--- config.mk ---
export PLATFORM = sky130hd
export DESIGN_NAME = bp_btfnt_predictor
export DESIGN_NICKNAME = d
export VERILOG_FILES = /design/src/rtl/bp_pkg.sv /design/src/rtl/bp_dir_unit.sv /design/src/rtl/bp_inflight_q.sv /design/src/rtl/bp_event_ctr.sv /design/src/rtl/bp_btfnt_predictor.sv
export SDC_FILE = /design/constraint.sdc
export NUM_CORES = 1
export LEC_CHECK = 0
export ABC_AREA = 1
export BUFFER_PORTS_ARGS = -buffer_cell sky130_fd_sc_hd__buf_2
export CORE_MARGIN = 1.5
export CORE_UTILIZATION = 32
export CTS_BUF_LIST = sky130_fd_sc_hd__clkbuf_4
export CTS_CLUSTER_SIZE = 28
export DETAILED_ROUTE_END_ITERATION = 8
export HOLD_SLACK_MARGIN = 0.02
export RECOVER_POWER = 25
export SLEW_MARGIN = 25
export SYNTH_ARGS = -nofsm -noshare
export SYNTH_HDL_FRONTEND = slang
export SYNTH_SLANG_ARGS = --single-unit
--- constraint.sdc ---
create_clock -name clk -period 9.5 [get_ports clk]
set_clock_uncertainty 0.1 [all_clocks]
set_input_delay 0 -clock clk [delete_from_list [all_inputs] [get_ports clk]]
set_output_delay 0 -clock clk [all_outputs]
set_load 0.01 [all_outputs]
--- src/rtl/bp_pkg.sv ---
package bp_pkg;

   // Direction guess attached to each recorded branch.
   typedef enum logic {
      GUESS_SEQ  = 1'b0,
      GUESS_JUMP = 1'b1
   } guess_e;

endpackage

--- src/rtl/bp_dir_unit.sv ---
// Derives the sequential address, the branch target and the direction
// guess from the decoded fields. Pure combinational logic.
module bp_dir_unit
   import bp_pkg::*;
#(
   parameter int ADDR_W     = 32,
   parameter int DISP_W     = 16,
   parameter int WORD_BYTES = 4
) (
   input  logic              is_branch,
   input  logic [ADDR_W-1:0] pc,
   input  logic [DISP_W-1:0] disp,
   output logic [ADDR_W-1:0] seq_pc,
   output logic [ADDR_W-1:0] target_pc,
   output guess_e            guess
);

   localparam int SCALE_SH = $clog2(WORD_BYTES);

   logic [ADDR_W-1:0] disp_ext;
   logic [ADDR_W-1:0] disp_bytes;

   generate
      if (DISP_W == ADDR_W) begin : g_full_disp
         assign disp_ext = disp;
      end else begin : g_sext_disp
         assign disp_ext = {{(ADDR_W-DISP_W){disp[DISP_W-1]}}, disp};
      end
   endgenerate

   assign disp_bytes = disp_ext << SCALE_SH;
   assign seq_pc     = pc + ADDR_W'(WORD_BYTES);
   assign target_pc  = seq_pc + disp_bytes;
   // Sign bit alone chooses the direction; zero displacement is forward.
   assign guess      = (is_branch && disp[DISP_W-1]) ? GUESS_JUMP : GUESS_SEQ;

endmodule

--- src/rtl/bp_inflight_q.sv ---
// In-order queue of outstanding guesses. A clear empties it at once.
module bp_inflight_q #(
   parameter int WIDTH = 33,
   parameter int DEPTH = 4,
   localparam int OCC_W = $clog2(DEPTH + 1)
) (
   input  logic             clk,
   input  logic             rst_n,
   input  logic             clear,
   input  logic             push,
   input  logic [WIDTH-1:0] push_data,
   input  logic             pop,
   output logic [WIDTH-1:0] head_data,
   output logic             empty,
   output logic             full,
   output logic [OCC_W-1:0] occupancy
);

   generate
      if (DEPTH == 1) begin : g_single
         logic             held;
         logic [WIDTH-1:0] slot;

         always_ff @(posedge clk) begin
            if (!rst_n || clear) begin
               held <= 1'b0;
            end else if (push && (!held || pop)) begin
               held <= 1'b1;
            end else if (pop) begin
               held <= 1'b0;
            end
         end

         always_ff @(posedge clk) begin
            if (push && (!held || pop)) slot <= push_data;
         end

         assign head_data = slot;
         assign empty     = !held;
         assign full      = held;
         assign occupancy = OCC_W'(held);
      end else begin : g_ring
         localparam int PTR_W = $clog2(DEPTH);

         logic [WIDTH-1:0] store [DEPTH];
         logic [PTR_W-1:0] rd_ptr;
         logic [PTR_W-1:0] wr_ptr;
         logic [OCC_W-1:0] fill;
         logic             take;
         logic             put;

         function automatic logic [PTR_W-1:0] step(input logic [PTR_W-1:0] p);
            return (p == PTR_W'(DEPTH - 1)) ? '0 : p + PTR_W'(1);
         endfunction

         assign take = pop && (fill != '0);
         assign put  = push && ((fill != OCC_W'(DEPTH)) || take);

         always_ff @(posedge clk) begin
            if (!rst_n || clear) begin
               rd_ptr <= '0;
               wr_ptr <= '0;
               fill   <= '0;
            end else begin
               if (put)  wr_ptr <= step(wr_ptr);
               if (take) rd_ptr <= step(rd_ptr);
               case ({put, take})
                  2'b10:   fill <= fill + OCC_W'(1);
                  2'b01:   fill <= fill - OCC_W'(1);
                  default: fill <= fill;
               endcase
            end
         end

         always_ff @(posedge clk) begin
            if (put && !clear) store[wr_ptr] <= push_data;
         end

         assign head_data = store[rd_ptr];
         assign empty     = (fill == '0);
         assign full      = (fill == OCC_W'(DEPTH));
         assign occupancy = fill;
      end
   endgenerate

endmodule

--- src/rtl/bp_event_ctr.sv ---
// Free-running event counter, wraps at its width.
module bp_event_ctr #(
   parameter int CNT_W = 32
) (
   input  logic             clk,
   input  logic             rst_n,
   input  logic             bump,
   output logic [CNT_W-1:0] value
);

   always_ff @(posedge clk) begin
      if (!rst_n)    value <= '0;
      else if (bump) value <= value + CNT_W'(1);
   end

endmodule

--- src/rtl/bp_btfnt_predictor.sv ---
module bp_btfnt_predictor
   import bp_pkg::*;
#(
   parameter int ADDR_W     = 32,
   parameter int DISP_W     = 16,
   parameter int WORD_BYTES = 4,
   parameter int DEPTH      = 4,
   parameter int CNT_W      = 32
) (
   input  logic              clk,
   input  logic              rst_n,
   input  logic              dec_valid,
   input  logic              dec_is_branch,
   input  logic [ADDR_W-1:0] dec_pc,
   input  logic [DISP_W-1:0] dec_offset,
   input  logic              res_valid,
   input  logic              res_taken,
   output logic [ADDR_W-1:0] pred_next_pc,
   output logic              pred_redirect,
   output logic              flush,
   output logic [ADDR_W-1:0] flush_pc,
   output logic [CNT_W-1:0]  pred_count,
   output logic [CNT_W-1:0]  mispred_count
);

   localparam int OCC_W = $clog2(DEPTH + 1);

   typedef struct packed {
      guess_e            guess;
      logic [ADDR_W-1:0] alt_pc;
   } pending_t;

   localparam int PEND_W = $bits(pending_t);

   // Elaboration-time parameter checks.
   generate
      if (DISP_W < 2 || DISP_W > ADDR_W) begin : g_bad_disp
         $error("DISP_W must lie between 2 and ADDR_W");
      end
      if (WORD_BYTES < 1 || (WORD_BYTES & (WORD_BYTES - 1)) != 0) begin : g_bad_word
         $error("WORD_BYTES must be a power of two");
      end
      if (DEPTH < 1) begin : g_bad_depth
         $error("DEPTH must be at least 1");
      end
      if (CNT_W < 1) begin : g_bad_cnt
         $error("CNT_W must be at least 1");
      end
   endgenerate

   logic [ADDR_W-1:0] seq_pc;
   logic [ADDR_W-1:0] target_pc;
   guess_e            guess;
   pending_t          head;
   pending_t          entry;
   logic [PEND_W-1:0] head_bits;
   logic              q_empty;
   logic              q_full;
   logic [OCC_W-1:0]  q_occ;
   logic              retire;
   logic              wrong;
   logic              accept;

   bp_dir_unit #(
      .ADDR_W    (ADDR_W),
      .DISP_W    (DISP_W),
      .WORD_BYTES(WORD_BYTES)
   ) u_dir (
      .is_branch(dec_valid && dec_is_branch),
      .pc       (dec_pc),
      .disp     (dec_offset),
      .seq_pc   (seq_pc),
      .target_pc(target_pc),
      .guess    (guess)
   );

   // Resolution side: compare the oldest guess with the real outcome.
   assign head   = pending_t'(head_bits);
   assign retire = res_valid && !q_empty;
   assign wrong  = retire && ((head.guess == GUESS_JUMP) != res_taken);
   assign flush    = wrong;
   assign flush_pc = wrong ? head.alt_pc : '0;

   // Decode side: wrong-path decodes are refused during a flush.
   assign accept        = dec_valid && dec_is_branch && !wrong;
   assign pred_redirect = accept && (guess == GUESS_JUMP);
   assign pred_next_pc  = pred_redirect ? target_pc : seq_pc;

   assign entry.guess  = guess;
   assign entry.alt_pc = (guess == GUESS_JUMP) ? seq_pc : target_pc;

   bp_inflight_q #(
      .WIDTH(PEND_W),
      .DEPTH(DEPTH)
   ) u_queue (
      .clk      (clk),
      .rst_n    (rst_n),
      .clear    (wrong),
      .push     (accept),
      .push_data(entry),
      .pop      (retire),
      .head_data(head_bits),
      .empty    (q_empty),
      .full     (q_full),
      .occupancy(q_occ)
   );

   bp_event_ctr #(.CNT_W(CNT_W)) u_pred_ctr (
      .clk  (clk),
      .rst_n(rst_n),
      .bump (accept),
      .value(pred_count)
   );

   bp_event_ctr #(.CNT_W(CNT_W)) u_miss_ctr (
      .clk  (clk),
      .rst_n(rst_n),
      .bump (wrong),
      .value(mispred_count)
   );

   // Input assumptions: outcomes only for outstanding guesses, no overrun.
   a_res_has_entry: assert property (@(posedge clk) disable iff (!rst_n)
      res_valid |-> !q_empty);
   a_dec_has_room: assert property (@(posedge clk) disable iff (!rst_n)
      (accept && !retire) |-> !q_full);

   // occupancy never exceeds the queue depth.
   a_r7_occ_bound: assert property (@(posedge clk) disable iff (!rst_n)
      q_occ <= OCC_W'(DEPTH));
   // a flush leaves no outstanding guess behind.
   a_r8_flush_drains: assert property (@(posedge clk) disable iff (!rst_n)
      flush |=> q_empty);
   // no redirect is offered while recovering.
   a_r8_quiet_redirect: assert property (@(posedge clk) disable iff (!rst_n)
      flush |-> !pred_redirect);
   // counter steps follow recorded guesses and flushes.
   a_r9_pred_step: assert property (@(posedge clk) disable iff (!rst_n)
      accept |=> pred_count == $past(pred_count) + CNT_W'(1));
   a_r9_pred_hold: assert property (@(posedge clk) disable iff (!rst_n)
      !accept |=> $stable(pred_count));
   a_r9_miss_step: assert property (@(posedge clk) disable iff (!rst_n)
      flush |=> mispred_count == $past(mispred_count) + CNT_W'(1));
   // a flush always needs an outstanding guess, so none right after reset.
   a_r10_reset_idle: assert property (@(posedge clk)
      !rst_n |=> (q_empty && pred_count == '0 && mispred_count == '0));

endmodule

==> run_results.csv <==
group,metric,value,unit
timing,report.final.slew_viol_count,0,
placed_design,hpwl,28100,µm
die,dieArea,41400,µm²
power,vdd_drop_max,95.63,µV
setup_path,r2r_cells,11,
logic_synthesis,yosys.area.top_type,"edfxtp_1",
layout,multiInputGateArea,6586,µm²
power,internal_power,1.595,mW
setup_path,cp_num_buf_inv,5,
outcome,outcome,"finished clean",
setup_path,endpoint_kind,"output port",
die,coreArea,39730,µm²
logic_synthesis,synth_edf_count,132,
layout,layout-drive-gt1-share,0.1199,
global_routing,grt_pass1_wl,60530,µm
setup_path,crit_cells,9,
die,num_io_pins,184,
setup_path,worst_ep_arrival_time,4.89,ns
setup_path,max_stage_delay,1.04,ns
placed_design,io_buffers,183,
layout,design_area,15170,µm²
clock_network,cts_tree,"done",
timing,hold_viol,0,
job,cap_viol_max_count,0,
global_routing,antenna_found_initial,2,
logic_synthesis,ys_seq_area_frac,0.4218,
route,vias_per_cell,4.922,
logic_synthesis,synthCells,1744,
clock_network,clockBufferDepth,3,
power,cellPowerDensity,161.8,nW/µm²
power,combPwrFrac,0.279,
route,drc_errors,0,
timing,fin_ws,4.507,ns
route,drt_iter0_drc,804,
global_routing,grt_overflow_total,0,
logic_synthesis,synth_area_per_cell,7.374,µm²
clock_network,post_cts_buffers,0,
power,p_total,2.453,mW
layout,regArea,5426,µm²
logic_synthesis,synthTopCellsByCount,"nand2_1 (474), nor2_1 (258), inv_1 (154)",
logic_synthesis,synth.most_common_cell,"nand2_1",
power,switching_share,0.3499,
setup_path,path_delay_family,"buffers and inverters",
timing,fin_crit_sh,0.5256,
clock_network,cts_resized,0,
logic_synthesis,synth_flop_cell,"edfxtp_1",
placed_design,dp_slack,5.108,ns
logic_synthesis,syn-cell-area,12860,µm²
logic_synthesis,synth_top_area_frac,0.3082,
power,p_seq_frac,0.428,
power,p_sw,0.8585,mW
clock_network,clkSinkCount,205,
global_routing,grt_max_degree,68,
logic_synthesis,synthesis.nets,1844,
power,clkPwrFrac,0.292,
min_path,hold-path-cell-count,4,
setup_path,timing_worst_setup_path_type,"in -> out",
placed_design,dpl_cell_area,14250,µm²
timing,fin_crit,4.993,ns
setup_path,crit_path_cell_trace,"clkbuf_1 > inv_1 > nor2_1 > clkbuf_1 > nand2_2 > inv_2 > nand3_1 > o21ai_0 > buf_2",
clock_network,clk_pin_slew,0.07,ns
route,ant_nets,0,
timing,worst_pin_slew,1.332,ns
setup_path,critPathRequiredTime,9.40,ns
timing,relSlewSlack,0.1117,
logic_synthesis,synth_seq_cells,205,
setup_path,slowest_stage,"clkbuf_1",
logic_synthesis,synth_cell_types,47,
route,avgRoutedWirePerCell,15.22,µm
setup_path,timing.critical_path.mode_cell,"clkbuf_1",
logic_synthesis,ys.warnings.count,0,
placed_design,place_congestion,0.9387,
layout,fill_cells,4172,
setup_path,crit_path_max_fanout,36,
clock_network,htree_levels,2,
clock_network,clock_latency,0.67,ns
clock_network,root_buffer,"clkbuf_4",
die,die_h,203.5,µm
clock_network,holdBufCountCts,30,
die,fp-row-count,73,
layout,nNetsFinal,2063,
layout,areaGrowthSynthToFinish,17.93,%
timing,fmax,200.3,MHz
min_path,min_path_type,"in -> reg",
timing,setup_viol_count_final,0,
timing,hold_slack,0.06805,ns
setup_path,cp-start-kind,"input port",
power,leakagePower,6.222,nW
die,start_util,0.3237,
route,vias,12442,
clock_network,numCtsBuffers,52,
die,die_w,203.5,µm
global_routing,grtUsageTotal,0.1828,
route,drt_wl_total,38480,µm
route,firstDrtPassIters,7,
logic_synthesis,async_flop_share,0,
global_routing,grt_pass1_vias,11958,
timing,rsz0062_at_grt,"false",
logic_synthesis,yosys-top-cells-area,"edfxtp_1 (31%), nand2_1 (14%), dfxtp_1 (11%)",
timing,fin_setup_tns,0,ns
power by group through the flow:
| stage | combinational, mW | sequential (mW) | clock (mW) |
|---|---|---|---|
| after CTS | 0.691 | 1.05 | 0.743 |
| after floorplan | 0.458 | 1.07 | 0 |
| final | 0.685 | 1.05 | 0.717 |
| after detailed placement | 0.680 | 1.07 | 0 |
| after global placement | 0.669 | 1.07 | 0 |
| after global routing | 0.775 | 1.05 | 0.786 |
per-stage QoR:
stage          cells    util
2_1_floorplan   1744       -
3_3_place_gp    2401  0.3580
3_5_place_dp    2402  0.3587
4_1_cts         2525  0.3826
5_1_grt         2528  0.3817
6_report        2528  0.3817
per-layer routing:
metal	GRT usage	share of wire
met4	0.05899	0.027
met3	0.02860	0.066
met5	0	0.00034
met2	0.3148	0.47
met1	0.2335	0.44
kinds of logic (layout without fill, tap and decap cells):
kind of cell,Yosys count,after routing,share of synthesized area
AND/OR/NAND/NOR,944,944,0.3115
AO/OA/AOI/OAI,270,270,0.1089
buffers and inverters,216,474,0.06839
flip-flops,205,205,0.4218
XOR/XNOR,63,63,0.04349
adder cells (fa/ha/maj),46,46,0.04592
other,0,1,0
worst register-to-register path: stages (launching register included):
cell     delay, ns
dfxtp_2       0.31
buf_4         0.53
inv_2         0.61
nand2_1       0.19
nand3_1       0.10
nand2_1       0.09
nand2_1       0.08
nand3_4       0.10
nand2_4       0.21
inv_2         0.42
o21ai_2       0.28
nor2_4        0.81
layout by cell type (no fill, tap or decap), types with 2 or more instances in the layout:
master           n
nor2_2           4
o21ai_2          2
a21o_1           2
buf_16           3
clkinv_2         3
a21oi_1        120
nand3_2          2
nand2_1        474
inv_1          154
clkinv_4         2
nor3_2           4
o21bai_1         7
and3_1           2
inv_2            6
nand4_1         23
xnor2_1         20
dfxtp_1         72
o21ai_0        131
nand3_1         96
or2_2            2
clkbuf_4        75
nor3b_1          9
ha_1            44
buf_4            3
nor3_1          44
fa_1             2
nand2_2          3
buf_2          114
edfxtp_1       132
clkbuf_1        70
clkinv_1        12
nor3_4           3
a31oi_1          3
nand3b_1        13
nor2_1         254
nor2_4           5
dlygate4sd3_1   30
xor2_1          42
final cells by class:
cell class | count | area share
Multi-Input combinational cell | 1323 | 0.4343
Antenna cell | 1 | 0.0001650
Inverter | 161 | 0.04001
Sequential cell | 205 | 0.3578
Timing Repair Buffer | 220 | 0.08167
Tap cell | 525 | 0.04331
Clock buffer | 75 | 0.03712
Clock inverter | 18 | 0.005692
flip-flops by register name, summed over array words and instances, names as in the netlist, named ones only:
signal	cells
u_queue.g_ring.store	132
u_queue.g_ring.rd_ptr	2
u_pred_ctr.value	32
u_miss_ctr.value	32
u_queue.g_ring.wr_ptr	2
u_queue.occupancy	3
worst paths after layout:
check,from,end,slack (ns)
max,dec_offset[15],pred_next_pc[27],4.51
min,dec_pc[6],u_queue.g_ring.store[3][6],0.07
max reg2reg,flop,u_queue.g_ring.store[0][5],5.23
min reg2reg,u_queue.g_ring.rd_ptr[1],flop,0.40
Power figures use the tool's default switching activity.
